File: config.mk
export PLATFORM = sky130hd
export DESIGN_NAME = clock_victim_sel
export DESIGN_NICKNAME = d
export VERILOG_FILES = /design/src/rtl/clk_repl_pkg.sv /design/src/rtl/ref_bit_array.sv /design/src/rtl/hand_ring.sv /design/src/rtl/sweep_ctrl.sv /design/src/rtl/clock_victim_sel.sv
export SDC_FILE = /design/constraint.sdc
export NUM_CORES = 1
export LEC_CHECK = 0
export BUFFER_PORTS_ARGS = -buffer_cell sky130_fd_sc_hd__buf_4
export CAP_MARGIN = 10
export CORE_MARGIN = 3
export CORE_UTILIZATION = 35
export DETAILED_ROUTE_END_ITERATION = 10
export SYNTH_ARGS = -nofsm -noshare
export SYNTH_HDL_FRONTEND = slang
export SYNTH_SLANG_ARGS = --single-unit
File: constraint.sdc
create_clock -name clk -period 1.5 [get_ports clk]
set_input_delay 0.075 -clock clk [delete_from_list [all_inputs] [get_ports clk]]
set_output_delay 0.075 -clock clk [all_outputs]
set_load 0.01 [all_outputs]
File: src/rtl/clk_repl_pkg.sv
package clk_repl_pkg;
  typedef enum logic [1:0] {
    SWEEP_IDLE = 2'd0,
    SWEEP_SCAN = 2'd1,
    SWEEP_HOLD = 2'd2
  } sweep_state_e;
endpackage

File: src/rtl/ref_bit_array.sv
module ref_bit_array #(
  parameter int NUM_FRAMES = 8,
  localparam int IDX_W = $clog2(NUM_FRAMES)
) (
  input  logic                  clk,
  input  logic                  rst,
  input  logic                  set_en,
  input  logic [IDX_W-1:0]      set_idx,
  input  logic                  clr_a_en,
  input  logic [IDX_W-1:0]      clr_a_idx,
  input  logic                  clr_b_en,
  input  logic [IDX_W-1:0]      clr_b_idx,
  output logic [NUM_FRAMES-1:0] ref_bits
);

  for (genvar g = 0; g < NUM_FRAMES; g++) begin : g_flag
    logic hit_set, hit_clr;
    assign hit_set = set_en && (set_idx == IDX_W'(g));
    assign hit_clr = (clr_a_en && (clr_a_idx == IDX_W'(g))) ||
                     (clr_b_en && (clr_b_idx == IDX_W'(g)));
    // a use in the same cycle outranks any clear
    always_ff @(posedge clk) begin
      if (rst)          ref_bits[g] <= 1'b0;
      else if (hit_set) ref_bits[g] <= 1'b1;
      else if (hit_clr) ref_bits[g] <= 1'b0;
    end
  end

  AST_USE_RAISES_FLAG: assert property (@(posedge clk) disable iff (rst)
    set_en |=> ref_bits[$past(set_idx)]);

  AST_COLLIDE_KEEPS_FLAG: assert property (@(posedge clk) disable iff (rst)
    (set_en && clr_a_en && set_idx == clr_a_idx) |=> ref_bits[$past(clr_a_idx)]);

  AST_CLEAR_LOWERS: assert property (@(posedge clk) disable iff (rst)
    (clr_a_en && !(set_en && set_idx == clr_a_idx)) |=> !ref_bits[$past(clr_a_idx)]);

endmodule

File: src/rtl/hand_ring.sv
module hand_ring #(
  parameter int NUM_FRAMES = 8,
  parameter int TWO_HAND   = 0,
  parameter int HAND_GAP   = 2,
  localparam int IDX_W = $clog2(NUM_FRAMES)
) (
  input  logic             clk,
  input  logic             rst,
  input  logic             advance,
  output logic [IDX_W-1:0] trail,
  output logic [IDX_W-1:0] lead
);

  function automatic logic [IDX_W-1:0] wrap_next(input logic [IDX_W-1:0] h);
    return (h == IDX_W'(NUM_FRAMES - 1)) ? '0 : h + 1'b1;
  endfunction

  always_ff @(posedge clk) begin
    if (rst)          trail <= '0;
    else if (advance) trail <= wrap_next(trail);
  end

  if (TWO_HAND != 0) begin : g_lead
    always_ff @(posedge clk) begin
      if (rst)          lead <= IDX_W'(HAND_GAP);
      else if (advance) lead <= wrap_next(lead);
    end

    AST_HAND_GAP: assert property (@(posedge clk) disable iff (rst)
      ((int'(lead) + NUM_FRAMES - int'(trail)) % NUM_FRAMES) == HAND_GAP);
  end else begin : g_single
    assign lead = trail;
  end

  AST_HAND_RESTS: assert property (@(posedge clk) disable iff (rst)
    !advance |=> $stable(trail));

endmodule

File: src/rtl/sweep_ctrl.sv
module sweep_ctrl
  import clk_repl_pkg::*;
#(
  parameter int NUM_FRAMES = 8,
  localparam int IDX_W = $clog2(NUM_FRAMES)
) (
  input  logic             clk,
  input  logic             rst,
  input  logic             req_valid,
  output logic             req_ready,
  output logic             res_valid,
  input  logic             res_ready,
  output logic [IDX_W-1:0] res_idx,
  input  logic [IDX_W-1:0] trail,
  input  logic             cur_bit,
  output logic             scanning
);

  sweep_state_e state;

  always_ff @(posedge clk) begin
    if (rst) begin
      state   <= SWEEP_IDLE;
      res_idx <= '0;
    end else begin
      case (state)
        SWEEP_IDLE: if (req_valid) state <= SWEEP_SCAN;
        SWEEP_SCAN: if (!cur_bit) begin
          res_idx <= trail;
          state   <= SWEEP_HOLD;
        end
        SWEEP_HOLD: if (res_ready) state <= SWEEP_IDLE;
        default:    state <= SWEEP_IDLE;
      endcase
    end
  end

  assign req_ready = (state == SWEEP_IDLE);
  assign res_valid = (state == SWEEP_HOLD);
  assign scanning  = (state == SWEEP_SCAN);

  AST_RESULT_HELD: assert property (@(posedge clk) disable iff (rst)
    (res_valid && !res_ready) |=> (res_valid && $stable(res_idx)));

  AST_BUSY_REFUSES: assert property (@(posedge clk) disable iff (rst)
    (res_valid || scanning) |-> !req_ready);

  AST_RESULT_DRAINS: assert property (@(posedge clk) disable iff (rst)
    (res_valid && res_ready) |=> !res_valid);

  AST_VICTIM_WAS_LOW: assert property (@(posedge clk) disable iff (rst)
    $rose(res_valid) |-> !$past(cur_bit));

endmodule

File: src/rtl/clock_victim_sel.sv
module clock_victim_sel #(
  parameter int NUM_FRAMES = 8,
  parameter int TWO_HAND   = 0,
  parameter int HAND_GAP   = 2,
  localparam int IDX_W = $clog2(NUM_FRAMES)
) (
  input  logic             clk,
  input  logic             rst,
  input  logic             ref_valid,
  input  logic [IDX_W-1:0] ref_index,
  input  logic             evict_req_valid,
  output logic             evict_req_ready,
  output logic             victim_valid,
  input  logic             victim_ready,
  output logic [IDX_W-1:0] victim_idx
);

  localparam bit TRAIL_CLEARS = (TWO_HAND == 0);

  logic [NUM_FRAMES-1:0] ref_bits;
  logic [IDX_W-1:0]      trail, lead;
  logic                  cur_bit, scanning;
  logic                  clr_trail_en, clr_lead_en;

  assign cur_bit      = ref_bits[trail];
  assign clr_trail_en = scanning && cur_bit && TRAIL_CLEARS;
  assign clr_lead_en  = scanning && !TRAIL_CLEARS;

  ref_bit_array #(.NUM_FRAMES(NUM_FRAMES)) i_flags (
    .clk       (clk),
    .rst       (rst),
    .set_en    (ref_valid),
    .set_idx   (ref_index),
    .clr_a_en  (clr_trail_en),
    .clr_a_idx (trail),
    .clr_b_en  (clr_lead_en),
    .clr_b_idx (lead),
    .ref_bits  (ref_bits)
  );

  hand_ring #(
    .NUM_FRAMES (NUM_FRAMES),
    .TWO_HAND   (TWO_HAND),
    .HAND_GAP   (HAND_GAP)
  ) i_hands (
    .clk     (clk),
    .rst     (rst),
    .advance (scanning),
    .trail   (trail),
    .lead    (lead)
  );

  sweep_ctrl #(.NUM_FRAMES(NUM_FRAMES)) i_ctrl (
    .clk       (clk),
    .rst       (rst),
    .req_valid (evict_req_valid),
    .req_ready (evict_req_ready),
    .res_valid (victim_valid),
    .res_ready (victim_ready),
    .res_idx   (victim_idx),
    .trail     (trail),
    .cur_bit   (cur_bit),
    .scanning  (scanning)
  );

  AST_SCAN_STEPS: assert property (@(posedge clk) disable iff (rst)
    scanning |=> (trail != $past(trail)));

  AST_VICTIM_BEHIND_HAND: assert property (@(posedge clk) disable iff (rst)
    $rose(victim_valid) |-> (trail == ((victim_idx == IDX_W'(NUM_FRAMES - 1)) ? '0 : victim_idx + 1'b1)));

  AST_RESET_IDLE: assert property (@(posedge clk)
    $past(rst) |-> (evict_req_ready && !victim_valid));

endmodule

* Yosys cells after proc, flatten, opt, wreduce, memory -nomap -nowiden *
Index checks and enable logic that the tools add are counted.

storage, ports and cells
  bits of input ports = 8
  output and inout bits = 5
  logic and storage cells = 86
  register bits after elaboration = 16

operators by class
  mux-type cells = 23
  bitwise logic cells = 1
  $add $sub $neg = 1
  reduce and logical (&&, ||, !) cells = 30
  order comparisons = 1
  eq/ne operators = 19

operator list
  operator                                                    count
  == test 3 bit, second input constant                        8
  logical AND 1 bit                                           17
  2-to-1 mux 1 bit                                            17
  nonzero test 2 bit                                          8
  == test 3 x 2 -> 1 bit, second input constant               4
  == test 3 x 1 -> 1 bit, second input constant               2
  logical NOT 3 bit                                           2
  2-to-1 mux 2 bit                                            3
  case mux 2 bit (3 select lines)                             1
  less-than comparator 3 x 4 -> 1 bit, second input constant  1
  != test 2 bit, second input constant                        2
  adder 3 x 1 -> 3 bit, second input constant                 1
  binary-select mux 1 bit (select 3 bit)                      1
  2-to-1 mux 3 bit                                            1
  AND reduction 3 bit                                         1
  == test 2 x 1 -> 1 bit, second input constant               1
  == test 2 bit, second input constant                        1
  logical NOT 2 bit                                           1
  != test 2 x 1 -> 1 bit, second input constant               1
  AND reduction 2 bit                                         1
  NOT 1 bit                                                   1

* Longest topological paths before layout *
  depth in word-level cells = 6
  gate-level depth with buffers = 6

* Cells and area by module *
Synthesis repeated with hierarchy kept, for this count alone.

second synthesis, totals
  cell total of the unflattened synthesis = 95
  area, all modules = 1024.7 sq um

modules (own cells, without submodules)
  module            area an instance (sq um)  instances  cells an instance  seq. area each (sq um)
  ref_bit_array     538.0                     1          47                 160.2
  sweep_ctrl        237.7                     1          22                 100.1
  hand_ring         163.9                     1          16                 60.1
  clock_victim_sel  85.1                      1          10                 0.0

* Worst setup path before layout *
No wires, ideal clock.

  path kind = register to register
  from = reg i_hands.trail[0], in the netlist i_hands.lead[0]
  to = reg i_ctrl.res_idx[0]
  setup slack = 0.036 ns
  arrival time = 1.392 ns
  setup time = 0.072 ns
  period minus slack after synthesis = 1.464 ns
  cell stages (with the launch flop) = 6
  path through = dfxtp_1 > buf_6 > mux2_2 > o22a_4 > a21oi_4 > mux2i_1

on the way
  longest elaborated chain between the ends = 4

RTL lines
  element                                 RTL line                text
  from (decl)                             hand_ring.sv:10         output logic [IDX_W-1:0] trail,
  from (signal assigned)                  hand_ring.sv:20         else if (advance) trail <= wrap_next(trail);
  binary-select mux 1 bit (select 3 bit)  clock_victim_sel.sv:25  assign cur_bit = ref_bits[trail];
  2-to-1 mux 1 bit (not written as such)  clock_victim_sel.sv:25
  NOT 1 bit (no line)                     -
  AND reduction 2 bit (no line)           -
  to (signal assigned)                    sweep_ctrl.sv:29        res_idx <= trail;
  to (decl)                               sweep_ctrl.sv:13        output logic [IDX_W-1:0] res_idx,

Several ways; a longest one is shown, not always the timed one. The select of a mux whose other input is x is not followed.
A chain may end at the register's enable or synchronous reset.

* Worst setup path after layout *
  from = reg i_hands.trail[0], in the netlist i_hands.lead[0]
  to = reg i_ctrl.res_idx[1]

on the way
  longest elaborated chain between the ends = 4

RTL lines
  element                                 RTL line
  binary-select mux 1 bit (select 3 bit)  clock_victim_sel.sv:25
  2-to-1 mux 1 bit (not written as such)  clock_victim_sel.sv:25
  NOT 1 bit (no line)                     -
  AND reduction 2 bit (no line)           -

No other way between the ends. The select of a mux whose other input is x is not followed.

==> implementation parameters <==
Parameter                              Value

Status
  Result of the run    finished clean

Worst setup path
  Critical Path Fanout Max    5
  Cell chain of the critical path    mux2_4 -> o22a_2 -> a21oi_4 -> mux2i_1
  Crit path DAT    1.67 ns
  Data required time at the worst endpoint    1.74 ns
  Slowest cell on the critical path    sky130_fd_sc_hd__dfxtp_4
  Critical path start-end classification    flip-flop to flip-flop
  Nature of the critical path endpoint    flip-flop
  Startpoint kind of the worst setup timing path    flip-flop
  Largest stage delay on the critical path    0.40 ns

Global routing
  Wire length of the first global-routing pass    3.408 mm
  Grt ovf    0
  Largest net degree at the start of global routing    13
  Number of global-route vias before repair    769
  Number of antenna violations at the first check in global routing    0
  Overall track demand over capacity in global routing    0.1359

Clock network
  Clock buffer depth    2
  Clock-pin slew on the worst setup and hold paths    0.10 ns
  Sinks on the clock net    16
  Setup repair bufs after CTS    0
  Later-pin clock latency in the skew report    0.30 ns
  Num CTS Buffers    3
  Post-cts resize count    1
  TritonCTS clock tree    yes
  Root cell of the clock tree    sky130_fd_sc_hd__clkbuf_4
  H-Tree Level Count    1
  Hold Buf Count CTS    0

Synth
  Post-synthesis cell type with the largest combined area    sky130_fd_sc_hd__dfxtp_1
  Count of cell types in the netlist    29
  Number of register bits inferred by synthesis    16
  Summed instance area of the synthesized netlist    873.3 um2
  Biggest area contributors in the synthesized netlist    sky130_fd_sc_hd__dfxtp_1 (37%), sky130_fd_sc_hd__ha_1 (8.6%), sky130_fd_sc_hd__a21oi_1 (5.2%), sky130_fd_sc_hd__nand2_1 (4.7%), sky130_fd_sc_hd__o21ai_0 (3.4%)
  Post-synth top cells    sky130_fd_sc_hd__dfxtp_1 (16), sky130_fd_sc_hd__nand2_1 (11), sky130_fd_sc_hd__a21oi_1 (9)
  Post-synthesis net count    114
  Post-Syn Instances    100
  Mean Syn Cell Area    8.733 um2
  Share of synthesized area occupied by flip-flops and latches    0.3668
  Top cell type's share of synthesized area    0.3668
  Warnings, synthesis    0
  Ys async rst share    0
  Most frequently used cell type in the post-synthesis netlist    sky130_fd_sc_hd__dfxtp_1
  Number of enable-type register cells in the synthesized netlist    0
  Most frequently used flop master after synthesis    sky130_fd_sc_hd__dfxtp_1

Power
  Leakage power figure    0.4200 nW
  Largest vdd supply drop    0.5875 mV
  Part of the power in registers    0.494
  Power Dens Cells    903.9 nW/um2
  Clock share of power    0.313
  Total power draw    0.9466 mW
  Int Power    0.6821 mW
  Switch share    0.2794
  Reported net switching power    0.2645 mW
  Logic pwr share    0.193

STA
  Slew of the pin with the lowest slew margin    0.2999 ns
  Final hold violations    0
  Worst setup margin    0.06677 ns
  Setup repair after global routing missed its margin    true
  Final period demand of the worst path    1.433 ns
  Share of the clock period used by the worst path after layout    0.9555
  Slew Viols, Final    0
  Final Skew    0.008976 ns
  Highest Clock Rate    0.6977 GHz
  Headroom to the max-slew limit    0.8001
  Endpoints failing setup    0

Finish
  Nets    132
  Layout Area Growth over Synthesis    19.91%
  Proportion of layout cells with a drive suffix above 1    0.2479
  Post-route cell area    1047 um2
  Share of the core filled with cells    0.4559
  Diode insertion count for antenna repair    0
  Filler cell count    242
  Post-layout instance count excluding filler cells    145

Drt
  DRC violations left    0
  Final wirelength    1.907 mm
  Average wire per cell in the routed design    13.15 um
  Vias    756
  Post-DR vias/cell    5.214
  Post-detailed-route count of antenna-violating nets    0
  Detailed-router iteration count before antenna repair    4
  Violation count after the first detailed-route iteration    14

Floorplanning
  IO Pins    13
  Core region area    2297 um2
  Die Height    55.95 um
  Die width    55.95 um
  Placement row count    17
  Starting density of the core    0.3802
  Overall die area    3130 um2

Placed design
  RD Place Congestion    0.7747
  Cells after DPL    141
  Number of port buffers    12
  Post-Place Cell Area    1006 um2
  Setup slack at placement    -0.01470 ns
  HPWL after DPL    1.467 mm

Min path
  Worst hold path type    primary input to flip-flop

Flow run
  Maxcap violations    0
worst max-delay path: cells and delay by family (launching register included):
family	cells	cell delay, ns
compound gates	2	0.46
mux	2	0.51
flops	1	0.40
layer usage:
metal / track usage / share of wire / vias up / wire, um
li1: - / - / 385 / -
met1: 0.1508 / 0.46 / 351 / 875
met2: 0.2483 / 0.48 / 20 / 906
met3: 0.04640 / 0.066 / 0 / 125
met4: 0.03051 / 0 / 0 / 0
met5: 0 / 0 / - / 0
final timing paths:
path                                   startpoint                 to  slack (ns)  depth (start not counted)
worst max-delay path              i_hands.lead[0]  i_ctrl.res_idx[1]        0.07                          4
worst min-delay path              evict_req_valid    i_ctrl.state[0]        0.03                          3
worst max register to register    i_hands.lead[0]  i_ctrl.res_idx[1]        0.07                          4
worst min register to register  i_ctrl.res_idx[0]  i_ctrl.res_idx[0]        0.47                          2
flip-flops by register name, indices dropped and copies added (netlist names):
signal	count
i_ctrl.state	2
i_hands.lead	3
i_ctrl.res_idx	3
i_flags.ref_bits	8
final cells by class:
cell class | count | area [um2] | area share
Tap cell | 28 | 35.03 | 0.03345
Inverter | 8 | 30.03 | 0.02867
Multi-Input combinational cell | 74 | 508.0 | 0.4851
Sequential cell | 16 | 325.3 | 0.3106
Timing Repair Buffer | 15 | 112.6 | 0.1075
Clock buffer | 4 | 36.28 | 0.03465
per-stage QoR:
stage                TNS, ns  hold WS, ns
detailed placement  -0.01673       0.3469
floorplan                  0       0.1940
CTS                        0      0.02277
finish                     0      0.02922
global route        -0.01673      0.03398
global placement           0       0.3350
layout by cell type (no fill, tap or decap), drive strengths merged:
master	netlist	routed
dfxtp	16	16
buf	1	15
nand2	11	11
a21oi	10	10
inv	7	7
nor2	7	7
o21ai	6	6
ha	6	6
nand3	5	5
nor2b	4	4
clkbuf	1	4
mux2	4	4
nand2b	3	3
nand4	3	3
mux2i	2	2
o221ai	2	2
a31o	2	2
o22a	2	2
clkinv	1	1
or2	1	1
and3b	1	1
nor3b	1	1
a211oi	1	1
nor3	1	1
o32ai	1	1
o21a	1	1
power groups by stage:
stage	Clock [mW]	Sequential [mW]	Combinational, mW
after detailed placement	0	0.477	0.183
after global routing	0.324	0.472	0.205
after CTS	0.310	0.468	0.184
after global placement	0	0.476	0.179
after floorplan	0	0.471	0.124
final	0.296	0.468	0.182
logic make-up (layout without fill, tap and decap cells):
logic type      after synthesis  after routing  synth area share
buf+inv                      10             27           0.05157
flops                        16             16            0.3668
simple gates                 37             37            0.2092
mux                           6              6           0.08310
fa+ha+maj                     6              6           0.08596
compound gates               25             25            0.2035
No activity file was read; power rests on OpenSTA's default activity.
